File: src/rtl/mcm_pkg.sv
package mcm_pkg;
  typedef struct packed {
    logic selWr;
    logic dataWr;
    logic mirWr;
    logic sizeWr;
    logic prgOutWr;
    logic chrOutWr;
  } wrStrobes_t;

  function automatic logic [7:0] sizeMask(input logic [2:0] mode);
    case (mode)
      3'd0: sizeMask = 8'd63;
      3'd1: sizeMask = 8'd31;
      3'd2: sizeMask = 8'd15;
      3'd3: sizeMask = 8'd1;
      3'd4: sizeMask = 8'd3;
      default: sizeMask = 8'd0;
    endcase
  endfunction
endpackage

File: src/rtl/mcm_ctrl.sv
module mcm_ctrl
  import mcm_pkg::*;
#(
  parameter int ADDR_W = 16,
  parameter logic [ADDR_W-1:0] SIZE_ADDR = 16'h5FF0,
  parameter logic [ADDR_W-1:0] PRG_OUT_ADDR = 16'h5FF1,
  parameter logic [ADDR_W-1:0] CHR_OUT_ADDR = 16'h5FF2
) (
  input  logic              wrEn,
  input  logic [ADDR_W-1:0] wrAddr,
  output wrStrobes_t        strobes
);
  logic innerHit;

  // inner registers decode only on the top two bits, bit 13 and bit 0
  assign innerHit = wrEn && (wrAddr[ADDR_W-1:ADDR_W-2] == 2'b10);

  always_comb begin
    strobes = '0;
    strobes.selWr    = innerHit && !wrAddr[13] && !wrAddr[0];
    strobes.dataWr   = innerHit && !wrAddr[13] &&  wrAddr[0];
    strobes.mirWr    = innerHit &&  wrAddr[13] && !wrAddr[0];
    // outer registers decode on the full address
    strobes.sizeWr   = wrEn && (wrAddr == SIZE_ADDR);
    strobes.prgOutWr = wrEn && (wrAddr == PRG_OUT_ADDR);
    strobes.chrOutWr = wrEn && (wrAddr == CHR_OUT_ADDR);
  end
endmodule

File: src/rtl/mcm_datapath.sv
module mcm_datapath
  import mcm_pkg::*;
#(
  parameter int DATA_W = 8,
  parameter int NUM_REGS = 8,
  parameter int CHIP_W = 4,
  parameter int PRG_CHIP_LSB = 6,
  parameter int CHR_CHIP_LSB = 9,
  parameter logic [DATA_W-1:0] SIZE_RST = 8'h24,
  parameter logic [DATA_W-1:0] PRG_OUT_RST = 8'd159,
  localparam int PRG_BANK_W = PRG_CHIP_LSB + CHIP_W,
  localparam int CHR_BANK_W = CHR_CHIP_LSB + CHIP_W,
  localparam int SEL_W = $clog2(NUM_REGS)
) (
  input  logic                  clk,
  input  logic                  rst_n,
  input  wrStrobes_t            strobes,
  input  logic [DATA_W-1:0]     wrData,
  input  logic [1:0]            prgWin,
  input  logic [12:0]           ppuAddr,
  output logic [PRG_BANK_W-1:0] prgBank,
  output logic [CHIP_W-1:0]     prgChip,
  output logic [CHR_BANK_W-1:0] chrBank,
  output logic [CHIP_W-1:0]     chrChip,
  output logic                  chrRamSel,
  output logic                  mirror
);
  logic [DATA_W-1:0] bankSel, sizeMode, prgOuter, chrOuter;
  logic              mirReg;
  logic [DATA_W-1:0] bankReg [NUM_REGS];

  always_ff @(posedge clk or negedge rst_n) begin
    if (!rst_n) begin
      bankSel  <= '0;
      sizeMode <= SIZE_RST;
      prgOuter <= PRG_OUT_RST;
      chrOuter <= '0;
      mirReg   <= 1'b0;
    end else begin
      if (strobes.selWr)    bankSel  <= wrData;
      if (strobes.sizeWr)   sizeMode <= wrData;
      if (strobes.prgOutWr) prgOuter <= wrData;
      if (strobes.chrOutWr) chrOuter <= wrData;
      if (strobes.mirWr)    mirReg   <= wrData[0];
    end
  end

  // one register per bank slot, register 7 resets to 1
  for (genvar i = 0; i < NUM_REGS; i++) begin : g_bankReg
    always_ff @(posedge clk or negedge rst_n) begin
      if (!rst_n)
        bankReg[i] <= (i == NUM_REGS - 1) ? DATA_W'(1) : '0;
      else if (strobes.dataWr && bankSel[SEL_W-1:0] == SEL_W'(i))
        bankReg[i] <= wrData;
    end
  end

  // PRG window selection, then mask and outer offset
  logic              prgSwap;
  logic [DATA_W-1:0] prgInner;
  logic [PRG_BANK_W-1:0] prgFull;

  assign prgSwap = bankSel[6];

  always_comb begin
    case (prgWin)
      2'd0:    prgInner = prgSwap ? 8'hFE : bankReg[6];
      2'd1:    prgInner = bankReg[7];
      2'd2:    prgInner = prgSwap ? bankReg[6] : 8'hFE;
      default: prgInner = 8'hFF;
    endcase
  end

  assign prgFull = PRG_BANK_W'(prgInner & sizeMask(sizeMode[2:0]))
                 | (PRG_BANK_W'(prgOuter) << 1);
  assign prgBank = prgFull;
  assign prgChip = prgFull[PRG_BANK_W-1:PRG_CHIP_LSB];

  // CHR window selection in 1 KB units
  logic [2:0]        chrWin;
  logic [DATA_W-1:0] chrInner;
  logic [CHR_BANK_W-1:0] chrRom;

  assign chrWin = {ppuAddr[12] ^ bankSel[7], ppuAddr[11:10]};

  always_comb begin
    if (!chrWin[2])
      chrInner = {bankReg[{2'b00, chrWin[1]}][DATA_W-1:1], ppuAddr[10]};
    else
      chrInner = bankReg[{1'b0, chrWin[1:0]} + 3'd2];
  end

  // outer CHR offset, or the internal RAM
  assign chrRom    = CHR_BANK_W'(chrInner) | (CHR_BANK_W'(chrOuter) << 3);
  assign chrRamSel = sizeMode[5];
  assign chrBank   = chrRamSel ? CHR_BANK_W'(chrInner[2:0]) : chrRom;
  assign chrChip   = chrRamSel ? '0 : chrRom[CHR_BANK_W-1:CHR_CHIP_LSB];


  assign mirror = ~mirReg;
endmodule

File: src/rtl/multicart_bank_mapper.sv
module multicart_bank_mapper
  import mcm_pkg::*;
#(
  parameter int ADDR_W = 16,
  parameter int DATA_W = 8,
  parameter int CHIP_W = 4,
  parameter int PRG_CHIP_LSB = 6,
  parameter int CHR_CHIP_LSB = 9,
  localparam int PRG_BANK_W = PRG_CHIP_LSB + CHIP_W,
  localparam int CHR_BANK_W = CHR_CHIP_LSB + CHIP_W
) (
  input  logic                  clk,
  input  logic                  rst_n,
  input  logic                  wrEn,
  input  logic [ADDR_W-1:0]     wrAddr,
  input  logic [DATA_W-1:0]     wrData,
  input  logic [ADDR_W-1:0]     cpuAddr,
  input  logic [12:0]           ppuAddr,
  output logic [PRG_BANK_W-1:0] prgBank,
  output logic [CHIP_W-1:0]     prgChip,
  output logic [CHR_BANK_W-1:0] chrBank,
  output logic [CHIP_W-1:0]     chrChip,
  output logic                  chrRamSel,
  output logic                  mirror
);
  wrStrobes_t strobes;

  mcm_ctrl #(.ADDR_W(ADDR_W)) u_ctrl (
    .wrEn(wrEn), .wrAddr(wrAddr), .strobes(strobes)
  );

  mcm_datapath #(
    .DATA_W(DATA_W), .CHIP_W(CHIP_W),
    .PRG_CHIP_LSB(PRG_CHIP_LSB), .CHR_CHIP_LSB(CHR_CHIP_LSB)
  ) u_dp (
    .clk(clk), .rst_n(rst_n), .strobes(strobes), .wrData(wrData),
    .prgWin(cpuAddr[14:13]), .ppuAddr(ppuAddr),
    .prgBank(prgBank), .prgChip(prgChip), .chrBank(chrBank),
    .chrChip(chrChip), .chrRamSel(chrRamSel), .mirror(mirror)
  );
endmodule

File: config.mk
export PLATFORM = sky130hd
export DESIGN_NAME = multicart_bank_mapper
export DESIGN_NICKNAME = d
export VERILOG_FILES = /design/src/rtl/mcm_pkg.sv /design/src/rtl/mcm_ctrl.sv /design/src/rtl/mcm_datapath.sv /design/src/rtl/multicart_bank_mapper.sv
export SDC_FILE = /design/constraint.sdc
export NUM_CORES = 1
export LEC_CHECK = 0
export BUFFER_PORTS_ARGS = -buffer_cell sky130_fd_sc_hd__buf_2
export CAP_MARGIN = 10
export CORE_ASPECT_RATIO = 1.4
export CORE_MARGIN = 1
export CORE_UTILIZATION = 49
export DETAILED_ROUTE_END_ITERATION = 10
export PLACE_DENSITY = 0.83
export SLEW_MARGIN = 20
export SYNTH_ARGS = -nofsm -noshare
export SYNTH_HDL_FRONTEND = slang
export SYNTH_SLANG_ARGS = --single-unit
File: constraint.sdc
create_clock -name clk -period 2.09 [get_ports clk]
set_clock_uncertainty 0.1 [all_clocks]
set_input_delay 0.418 -clock clk [delete_from_list [all_inputs] [get_ports clk]]
set_output_delay 0.418 -clock clk [all_outputs]
set_load 0.02 [all_outputs]
# Yosys cells after proc, flatten, opt, wreduce, memory -nomap -nowiden
# Index checks and enable logic that the tools add are counted.
# op_classes
mux	13
bitwise_logic	7
n_reduce_logical	22
n_eq_ne	17
n_lt_le_gt_ge	2
addsub	1
# op_table
cell	count
$mux W8	7
$bmux W8 S3	2
$eq A16 B15 Y1 const B	3
$pmux W6 S5	1
$pmux W8 S3	1
$logic_and A1 B1 Y1	17
$eq A3 B3 Y1 const B	5
$eq A3 B2 Y1 const B	4
$mux W11	1
$or A8 B11 Y11	1
$or A10 B9 Y10	1
$and A8 B6 Y8	1
$ge A4 B4 Y1 const B	2
$eq A3 B1 Y1 const B	2
$logic_not A3 Y1	2
$eq A2 B2 Y1 const B	2
$not A1 Y4	1
$not A3 Y4	1
$add A2 B2 Y3 const B	1
$eq A2 B1 Y1 const B	1
$logic_not A1 Y1	2
$logic_not A2 Y1	1
$mux W2	1
$not A1 Y1	1
$xor A1 B1 Y1	1
# word_totals
inputBits	56
regBits	95
output_inout_bits	33
wordCells	75

# Logic depth before layout (Yosys ltp)
# depth
ltp_word	8
depth_mapped	6
ltp_nobuf	4

# Cells and area by module
# From an unflattened synthesis, not the netlist that was laid out.
# unflattened
cells_unflattened	317
area_unflattened_um2	4157.7
# by_module_without_submodules
mod	instances	seq_area_each_um2	cells_each	area_each_um2
mcm_datapath	1	2113.3	300	3993.8
mcm_ctrl	1	0.0	17	163.9

# Worst setup path before layout
# OpenSTA, ideal clock, no wires.
# synth_path
kind	in2out
start	input ppuAddr[10]
end	output chrBank[3]
t_required_ns	1.572
t_arrival_ns	1.679
n_path_buf	1
slack_ns	-0.107
cell_stages	4
path_cell_list	clkbuf_1 -> mux4_2 -> o21ai_0 -> a21oi_1
# synth_between
elab_chain_cells	8
# synth_rtl
element	line	source
start, declared	multicart_bank_mapper.sv:18	input logic [12:0] ppuAddr,
$add A2 B2 Y3	mcm_datapath.sv:90	chrInner = bankReg[{1'b0, chrWin[1:0]} + 3'd2];
$not A3 Y4 (implied by the code)	mcm_datapath.sv:90	
$bmux W8 S3	mcm_datapath.sv:90	
$mux W8 (implied by the code) (2 in a row)	mcm_datapath.sv:90	
$mux W8	mcm_datapath.sv:87	if (!chrWin[2])
$or A8 B11 Y11	mcm_datapath.sv:94	assign chrRom = CHR_BANK_W'(chrInner) | (CHR_BANK_W'(chrOuter) << 3);
$mux W11	mcm_datapath.sv:96	assign chrBank = chrRamSel ? CHR_BANK_W'(chrInner[2:0]) : chrRom;
end, declared	multicart_bank_mapper.sv:21	output logic [CHR_BANK_W-1:0] chrBank,
# No other way between the ends. The select of a mux whose other input is x is not followed.

# Worst setup path in the final report
# layout_path
start	register u_dp.bankReg[23] (netlist bit)
end	output chrBank[7]
# layout_between
elab_chain_cells	6
word_cells_on_any_way	9
classes_between	mux (8); bitwise (1)
# layout_rtl
element	line	source
start, declared	mcm_datapath.sv:30	logic [DATA_W-1:0] bankReg [NUM_REGS];
start signal, assigned by index	mcm_datapath.sv:52	bankReg[i] <= (i == NUM_REGS - 1) ? DATA_W'(1) : '0;
start signal, assigned by index	mcm_datapath.sv:54	bankReg[i] <= wrData;
$bmux W8 S3, on equally long branches	mcm_datapath.sv:88, mcm_datapath.sv:90	
$mux W8, on equally long branches (2 in a row)	mcm_datapath.sv:88, mcm_datapath.sv:90	
$mux W8 *	mcm_datapath.sv:87	
$or A8 B11 Y11 *	mcm_datapath.sv:94	
$mux W11 *	mcm_datapath.sv:96	
# Every way passes the cells marked *; elsewhere a longest branch is shown, timed or not. The select of a mux whose other input is x is not followed.

==> out/results.ini <==
[status]
status=complete, but fails checks
violations=setup timing

[sta]
period_share=1.02
finalSetupViolations=8
worst_slack_ns=-0.0413
final.min_clock_period_ns=2.13
grt_setup_unrepaired=yes
clock.fmax_ghz=0.469
hold_viol_final=0
slew_violations=0

[cells_and_area]
finalNetCount=421
stdcell_area_sq_mm=0.00479
fill_cells=601
area_delta_synth_final_pct=19.3
antenna_cells=0
final_cell_mix=mux2_2 (83), dfrtp_1 (75), buf_2 (43)
utilization=0.610
layout_commonest_cell=mux2_2
drive_above_1_share=0.565

[worst_setup_path]
end_kind=primary output
arrival_ns=1.61
r2r_cells=4
crit_chain=mux4_2, o21ai_2, a21oi_2, buf_6
crit_path_max_incr_delay_ns=0.49
worstPathRequired_ns=1.57
start_kind=flop
cp_slowest_cell=mux4_2
crit_fanout=2
critical_path_class=reg2out

[drt]
vias=2540
antenna_left=0
drc=0
viasPerCell=5.40
drt-pass1-iter-count=4
routedWlPerCell_um=17.6
wirelength_mm=8.27
drt_iter0_drc=176

[pwr]
p_per_area_mw_per_mm2=806
p_comb_frac=0.212
total_power_mw=3.86
switchingPower_mw=1.05
p_sw_frac=0.272
internal_power_mw=2.81
leakagePower_nw=2.34
vdd_ir_drop_max_v=0.000454
pwr-share-clk=0.290
seq_power_share=0.498

[clocking]
cts_buffers=9
cts_tree=done
cts.htree.levels=3
clk-insertion-delay-late_ns=0.36
clock_sinks=84
cts_root_buf=clkbuf_8
cts_buffer_depth=2
clk_pin_slew_worst_paths_ns=0.07

[die]
die_w_um=78.5
dieArea_sq_mm=0.00856
die_y_um=109
rows=38
core_area_sq_mm=0.00785
initial_core_util=0.511
ios=89

[global_route]
grt_pass1_wl_mm=13.8
gr-max-usage-layer=met2
grtUsageMet2=0.397
grt_pass1_vias=2802
met1_usage=0.237
grt_max_degree=47
grtUsageMet3=0.0402
grt_usage=0.220
grt.overflow.total=0
antenna_found_initial=0

[synth]
syn-instance-count=302
synth_flop_cell=dfrtp_1
synth_area_sq_mm=0.00401
ys_warn_count=0
synth-seq-cells=84
async_reset_ff_frac=1.00
synth_cell_types=38
synth_enable_flop_cells=0
synth_seq_area_share=0.527
avgSynthCellArea_sq_um=13.3

[placement]
finalWeightedCongestion=0.782
dpl_cell_area_sq_mm=0.00447
hpwlAfterDp_mm=6.00
port_buffers=58

[min_path]
hold_class=in2reg
hold-path-cell-count=2

[flow_run]
maxCapViolCount=0

area by class of cell:
type / instances / area [sq um] / area share
sequential: 84 / 2110 / 0.441
multi-input combinational: 186 / 1760 / 0.369
timing repair buffer: 77 / 571 / 0.119
clock buffer: 14 / 153 / 0.0319
tap: 100 / 125 / 0.0261
clock inverter: 2 / 35.0 / 0.00732
inverter: 7 / 26.3 / 0.00549
kinds of logic after synthesis:
| kind of cell | share of synthesized area |
|---|---|
| AO/OA/AOI/OAI | 0.0415 |
| XOR/XNOR | 0.00218 |
| buffers and inverters | 0.0502 |
| flip-flops | 0.527 |
| multiplexers | 0.295 |
| other | 0.000935 |
| AND/OR/NAND/NOR | 0.0836 |
Yosys cell counts (all sizes together) (3+ instances only):
master	n	area (sq um)
mux2	84	946
dfrtp	75	1880
buf	19	134
nand2	12	50.1
clkbuf	11	41.3
a21oi	10	50.1
nor2	10	40.0
dfstp	9	236
o21ai	9	45.0
mux2i	8	80.1
nor3	8	51.3
inv	7	26.3
mux4	7	158
nand2b	6	45.0
nand3b	4	37.5
o221ai	4	35.0
nor2b	3	18.8
worst paths after layout:
| check | startpoint | endpoint | slack [ns] |
|---|---|---|---|
| max | u_dp.bankReg[23]$_DFFE_PN0P_ | chrBank[7] | -0.04 |
| min | wrData[7] | u_dp.prgOuter[7]$_DFFE_PN1P_ | 0.31 |
| max reg2reg | u_dp.bankSel[2]$_DFFE_PN0P_ | u_dp.bankReg[42]$_DFFE_PN0P_ | 0.22 |
| min reg2reg | u_dp.bankReg[19]$_DFFE_PN0P_ | u_dp.bankReg[19]$_DFFE_PN0P_ | 0.41 |
| max in group asynchronous | rst_n | u_dp.bankReg[58]$_DFFE_PN0P_ | 0.76 |
| min in group asynchronous | rst_n | u_dp.chrOuter[7]$_DFFE_PN0P_ | 0.51 |
worst max-delay path: cells and delay by family (launching register included):
| family | cells | cell delay (ns) |
|---|---|---|
| buffers and inverters | 1 | 0.13 |
| flip-flops | 1 | 0.38 |
| multiplexers | 1 | 0.49 |
| AO/OA/AOI/OAI | 2 | 0.25 |
per-layer routing:
metal / vias to the layer above / wire (um)
met3: 20 / 216
met4: 0 / 277
met2: 49 / 4570
met1: 1292 / 3210
li1: 1179 / -
met5: - / 0
stage by stage:
stage	instances	worst slack, ns	setup TNS [ns]	hold WS (ns)
4_1_cts	470	-0.0616	-0.209	0.305
3_5_place_dp	450	-0.102	-2.47	0.314
3_3_place_gp	450	-0.0630	-1.33	0.314
2_1_floorplan	307	0.0171	0	0.0224
6_report	470	-0.0413	-0.156	0.313
5_1_grt	470	-0.121	-1.06	0.325
sequential cells by signal (all words and copies together) (netlist names):
register / cells
u_dp.mirReg: 1
u_dp.prgOuter: 8
u_dp.bankReg: 58
u_dp.bankSel: 5
u_dp.sizeMode: 4
u_dp.chrOuter: 8
power by group through the flow:
stage,clock [mW],combinational [mW],sequential (mW)
floorplan,0,0.524,1.89
global placement,0,0.687,1.93
finish,1.12,0.818,1.92
detailed placement,0,0.710,1.95
CTS,1.15,0.788,1.92
global route,1.21,0.891,1.94
timing repair:
item                       in CTS  in global routing
setup endpoints to repair      12                 14
cloned                          0                  0
buffers inserted                3                  0
pin swaps                       1                  1
hold buffers                    1                  0
hold endpoints to repair       29                  0
gates resized for setup        26                 11
Note: power is estimated with default switching activity, not from simulation.
